`src/rtl/ccs_pkg.sv`:
```
// Shared constants and types for the dual-edge coarse count synchronizer.
// Assumes: nothing beyond IEEE 1800-2017.
package ccs_pkg;

    // Offset subtracted from the raw capture in the timestamp arithmetic
    localparam int unsigned CCS_LATCH_SKEW = 2;

    // Which edge's sample feeds the synchronized hit
    typedef enum logic {
        PATH_FALL = 1'b0,
        PATH_RISE = 1'b1
    } ccs_path_e;

endpackage

```
`src/rtl/ccs_free_counter.sv`:
```
// Free-running coarse counter, advanced on each rising clock edge.
// Assumes: rst_n is synchronous to clk; wrap-around is the intended behaviour.
module ccs_free_counter #(
    parameter int unsigned CNT_W = 12
) (
    input  logic             clk,
    input  logic             rst_n,
    output logic [CNT_W-1:0] count_o
);

    // Count up by one, clear on reset, wrap naturally at all-ones
    always_ff @(posedge clk) begin
        if (!rst_n) begin
            count_o <= '0;
        end else begin
            count_o <= count_o + 1'b1;
        end
    end

    // the all-ones value is followed by zero
    p_count_wrap_r1: assert property (@(posedge clk) disable iff (!rst_n)
        (count_o == '1) |=> (count_o == '0));

endmodule

```
`src/rtl/ccs_edge_sampler.sv`:
```
// Samples the asynchronous hit on both clock edges, picks one sample by the
// half-cycle indication, and re-times the pick on the falling edge.
// Assumes: hit_i and hit_low_half_i stay stable until the capture is done.
module ccs_edge_sampler
    import ccs_pkg::*;
(
    input  logic clk,
    input  logic rst_n,
    input  logic hit_i,
    input  logic hit_low_half_i,
    output logic sel_o,
    output logic syn_o
);

    logic      rise_smp_q;
    logic      fall_smp_q;
    ccs_path_e path;

    // First flop: hit as seen at the rising edge
    always_ff @(posedge clk) begin
        if (!rst_n) begin
            rise_smp_q <= 1'b0;
        end else begin
            rise_smp_q <= hit_i;
        end
    end

    // Second flop: hit as seen at the falling edge
    always_ff @(negedge clk) begin
        if (!rst_n) begin
            fall_smp_q <= 1'b0;
        end else begin
            fall_smp_q <= hit_i;
        end
    end

    // Multiplexer: the half-cycle indication chooses the sample path
    always_comb begin
        path  = hit_low_half_i ? PATH_RISE : PATH_FALL;
        sel_o = (path == PATH_RISE) ? rise_smp_q : fall_smp_q;
    end

    // Third flop: synchronized hit, aligned to the falling edge
    always_ff @(negedge clk) begin
        if (!rst_n) begin
            syn_o <= 1'b0;
        end else begin
            syn_o <= sel_o;
        end
    end

    // a falling-edge sample on the high-half path reaches the synchronized hit
    p_fall_path_r2: assert property (@(negedge clk) disable iff (!rst_n)
        (!hit_low_half_i && fall_smp_q) |=> syn_o);

    // a rising-edge sample on the low-half path reaches the synchronized hit
    p_rise_path_r3: assert property (@(negedge clk) disable iff (!rst_n)
        (hit_low_half_i && rise_smp_q) |=> syn_o);

endmodule

```
`src/rtl/ccs_capture.sv`:
```
// Copies the counter on the falling edge where the synchronized hit first
// appears, applies the fixed correction, and strobes valid on the next
// rising edge. One capture per reset.
// Assumes: count_i only changes on rising edges.
module ccs_capture
    import ccs_pkg::*;
#(
    parameter int unsigned CNT_W = 12
) (
    input  logic             clk,
    input  logic             rst_n,
    input  logic [CNT_W-1:0] count_i,
    input  logic             sel_i,
    input  logic             syn_i,
    output logic [CNT_W-1:0] coarse_o,
    output logic             valid_o
);

    localparam logic [CNT_W-1:0] SKEW = CNT_W'(CCS_LATCH_SKEW);

    logic armed_q;
    logic cap_evt_q;
    logic take;

    // Capture condition: armed and the synchronized hit is rising at this edge
    always_comb begin
        take = armed_q && sel_i && !syn_i;
    end

    // Falling-edge capture of the stable counter, with arm bookkeeping
    always_ff @(negedge clk) begin
        if (!rst_n) begin
            armed_q   <= 1'b1;
            cap_evt_q <= 1'b0;
            coarse_o  <= '0;
        end else begin
            cap_evt_q <= take;
            if (take) begin
                armed_q  <= 1'b0;
                coarse_o <= count_i - SKEW;
            end
        end
    end

    // Valid strobe, moved to the rising-edge domain for one cycle
    always_ff @(posedge clk) begin
        if (!rst_n) begin
            valid_o <= 1'b0;
        end else begin
            valid_o <= cap_evt_q;
        end
    end

    // the strobe never lasts two cycles
    p_valid_pulse_r5: assert property (@(posedge clk) disable iff (!rst_n)
        valid_o |=> !valid_o);

    // a strobe is only seen once the block has disarmed
    p_valid_disarmed_r6: assert property (@(posedge clk) disable iff (!rst_n)
        valid_o |-> !armed_q);

    // no new capture while disarmed
    p_no_recapture_r6: assert property (@(negedge clk) disable iff (!rst_n)
        !armed_q |=> $stable(coarse_o));

    // the stored count stays put after its strobe
    p_coarse_steady_r8: assert property (@(posedge clk) disable iff (!rst_n)
        (!armed_q && !valid_o) |=> $stable(coarse_o));

endmodule

```
`src/rtl/coarse_sync.sv`:
```
// Top of the dual-edge coarse count synchronizer: one counter, one
// three-flop sampler with a path multiplexer, one capture register.
// Assumes: hit_i is held high until coarse_valid_o, and hit_low_half_i is
// valid from the hit's rise onward.
module coarse_sync #(
    parameter int unsigned CNT_W = 12
) (
    input  logic             clk,
    input  logic             rst_n,
    input  logic             hit_i,
    input  logic             hit_low_half_i,
    output logic [CNT_W-1:0] coarse_o,
    output logic             coarse_valid_o
);

    logic [CNT_W-1:0] count;
    logic             sel_hit;
    logic             syn_hit;

    ccs_free_counter #(.CNT_W(CNT_W)) u_counter (
        .clk     (clk),
        .rst_n   (rst_n),
        .count_o (count)
    );

    ccs_edge_sampler u_sampler (
        .clk            (clk),
        .rst_n          (rst_n),
        .hit_i          (hit_i),
        .hit_low_half_i (hit_low_half_i),
        .sel_o          (sel_hit),
        .syn_o          (syn_hit)
    );

    ccs_capture #(.CNT_W(CNT_W)) u_capture (
        .clk      (clk),
        .rst_n    (rst_n),
        .count_i  (count),
        .sel_i    (sel_hit),
        .syn_i    (syn_hit),
        .coarse_o (coarse_o),
        .valid_o  (coarse_valid_o)
    );

endmodule

```
`config.mk`:
```
export PLATFORM = sky130hd
export DESIGN_NAME = coarse_sync
export DESIGN_NICKNAME = d
export VERILOG_FILES = /design/src/rtl/ccs_pkg.sv /design/src/rtl/ccs_free_counter.sv /design/src/rtl/ccs_edge_sampler.sv /design/src/rtl/ccs_capture.sv /design/src/rtl/coarse_sync.sv
export SDC_FILE = /design/constraint.sdc
export NUM_CORES = 1
export LEC_CHECK = 0
export BUFFER_PORTS_ARGS = -buffer_cell sky130_fd_sc_hd__buf_2
export CAP_MARGIN = 20
export CORE_MARGIN = 2
export CORE_UTILIZATION = 50
export DETAILED_ROUTE_END_ITERATION = 16
export PLACE_DENSITY = 0.73
export RECOVER_POWER = 25
export SYNTH_ARGS = -nofsm -noshare
export SYNTH_HDL_FRONTEND = slang
export SYNTH_SLANG_ARGS = --single-unit
```
`constraint.sdc`:
```
create_clock -name clk -period 1.81 [get_ports clk]
set_clock_uncertainty 0.15 [all_clocks]
set_input_delay 0.181 -clock clk [delete_from_list [all_inputs] [get_ports clk]]
set_output_delay 0.181 -clock clk [all_outputs]
set_load 0.02 [all_outputs]
```
==> results.toml <==
[floorplanning]
pin_count = 17
start_util_pct = 53.40
die_width_um = 55.67
rows = 18
die_area_um2 = 3099
core_um2 = 2500
die_y_um = 55.67

[hold_path]
min_path_type = "input pin to flop"

[critical_path]
required_ps = 1060
timing.rr.start = "u_counter.count_o[7]$_SDFF_PN0_"
critPathKind = "flop to flop"
cp-start-kind = "flop"
end_kind = "flop"
endpoint = "u_capture.coarse_o[8]$_SDFFE_NN0P_"
r2r-end = "u_capture.coarse_o[8]$_SDFFE_NN0P_"
worstPathArrival_ps = 2000
crit_fanout = 4
reg2reg_depth = 4
rrSetupSlack_ps = -940
worstSetupStartpoint = "u_counter.count_o[7]$_SDFF_PN0_"

[route]
drt_iter0_drc = 103
drt-wirelength-per-cell_um = 21.42
drc = 0
dr_total_vias = 1523
final_antenna_net_count = 0
vias_per_cell = 6.320
drtPass1Iterations = 4
routed_wl_um = 5162

[clock_tree]
cts_buffers = 5
htreeDepth = 2
cts_tree = "yes"
clkTransAtPathRegs_ps = 110
cts.sinks = 30
clockBufferDepth = 2
root_buffer = "clkbuf_4"
clock_latency_ps = 410

[timing]
whs_ps = 128.1
fin_tns_setup_ps = -11790
rsz0062_at_grt = "true"
relSlewSlack_pct = 76.09
drv_slew = 0
finalSetupViolCount = 27
finalHoldViolations = 0
fin_ws_ps = -941.1
tightest_slew_ps = 355.3

[finish]
fillers = 97
antenna-diode-count = 0
final_common_cell = "buf_4"
drive_gt1_share_pct = 52.61
fin_area_um2 = 2165
final_nets = 217
final_cell_mix = "buf_4 (28), inv_1 (20), buf_6 (17), dfxtp_1 (16), dfxtp_2 (13)"
syn2layout_area_growth_pct = 62.14

[logic_synthesis]
syn_inst = 149
ys_types = 30
yosysTopAreaCell = "dfxtp_1"
synth.top_cell.area_share_pct = 44.99
syn_area_um2 = 1335
synth.yosys.seq_area_share_pct = 44.99
synth_nets = 156
ys.warnings.count = 0
ys_ff_latch = 30
ys_top_cells_by_area = "dfxtp_1 (45%), a21oi_1 (6.0%), a311oi_1 (5.2%)"
syn_avg_cell_area_um2 = 8.960

[power_and_ir_drop]
leakagePower_nw = 0.9552
ir_drop_v = 0.001179
cellPowerDensity_nw_per_um2 = 890.1

[place]
port_buffers = 16
hpwl_um = 2188
place_congestion = 0.8014
pre_cts_ws_ps = -986.7
post_dp_cell_area_um2 = 1628

[global_routing]
grt_max_degree = 17
antenna_found_initial = 0
grt_pass1_wl_um = 7155
grt_overflow = 0
grt_pass1_vias = 1469
grt_usage_pct = 30.54

[outcome]
violations = "negative setup slack"
status = "complete, but fails checks"

[job]
drv_cap = 0
-- metal layers --
metal	track usage [%]	part of all wire, %
met5	0	0
met4	16.03	2.7
met3	9.767	8.6
met2	49.83	49
met1	35.56	39
-- where the power goes --
part	switching [W]	leakage [nW]	internal (W)
Combinational	0.000216	0.574	0.000212
Clock	0.000423	0.131	0.000341
Sequential	0.0000306	0.251	0.000704
-- cell families after synthesis --
group                    synth area share, %
AND/OR/NAND/NOR                        20.24
AO/OA/AOI/OAI                          19.68
flip-flops                             44.99
buffers and inverters                  6.655
XOR/XNOR                               3.281
multiplexers                           2.343
adder cells (fa/ha/maj)                2.812
-- state kept, by name, indices dropped and copies added (netlist names) --
| register | cells |
|---|---|
| u_capture.armed_q | 1 |
| u_capture.cap_evt_q | 1 |
| u_capture.coarse_o | 12 |
| u_capture.valid_o | 1 |
| u_counter.count_o | 12 |
| u_sampler.fall_smp_q | 1 |
| u_sampler.rise_smp_q | 1 |
| u_sampler.syn_o | 1 |
-- cells in the mapped netlist --
cell type / count
o21ai_0: 5
xor2_1: 3
ha_1: 3
nand2_1: 6
a311oi_1: 8
a21oi_1: 16
or4_1: 5
or3_1: 5
buf_6: 1
inv_1: 7
nor2_1: 6
o41ai_1: 2
nand2b_1: 4
dfxtp_1: 30
a211oi_1: 3
xnor2_1: 2
and4_1: 1
and2_1: 5
nor4_1: 2
a21bo_2: 1
buf_2: 2
nand3_1: 5
mux2i_1: 2
nand4_1: 4
nor2b_1: 2
clkbuf_1: 11
o31ai_1: 5
or4b_1: 1
mux2_2: 1
and3_1: 1
-- metrics by stage --
step	power [W]	utilization, %	std cells
2_1_floorplan	0.0009578	-	149
3_3_place_gp	0.001040	65.12	204
3_5_place_dp	0.001048	65.12	204
4_1_cts	0.001769	79.83	233
5_1_grt	0.002008	86.59	241
6_report	0.001927	86.59	241
-- area by class of cell --
cell class                 instances  area, um2  share of cell area (%)
tap                               30      37.54                   1.734
inverter                           6      27.53                   1.272
sequential                        30      620.6                   28.67
timing repair buffer              52      471.7                   21.79
multi-input combinational         99      862.1                   39.83
clock inverter                    19      107.6                   4.971
clock buffer                       5      37.54                   1.734
-- worst max-delay path: stages, from the launching register on --
cell,delay [ps]
dfxtp_1,340
or4_4,550
buf_4,180
or3_1,330
a311oi_1,250
-- what timing repair did --
action                                  CTS  global route
hold endpoints to repair                  1             0
gates resized for setup                  56            21
endpoints found under the setup margin   27            30
cloned                                    1             0
pin swaps                                 7             7
hold buffers                              1             0
setup buffers                             4             8
-- worst min-delay path by stage --
stage	start	end	slack [ps]	cells after the start
after floorplan	hit_i	u_sampler.rise_smp_q$_DFF_P_	170	1
after global placement	hit_i	u_sampler.rise_smp_q$_DFF_P_	250	2
after detailed placement	hit_i	u_sampler.rise_smp_q$_DFF_P_	270	2
after CTS	rst_n	u_capture.valid_o$_SDFF_PN0_	90	3
after global routing	rst_n	u_counter.count_o[10]$_SDFF_PN0_	140	4
final	rst_n	u_counter.count_o[1]$_SDFF_PN0_	130	3
No activity file was read; power rests on OpenSTA's default activity.
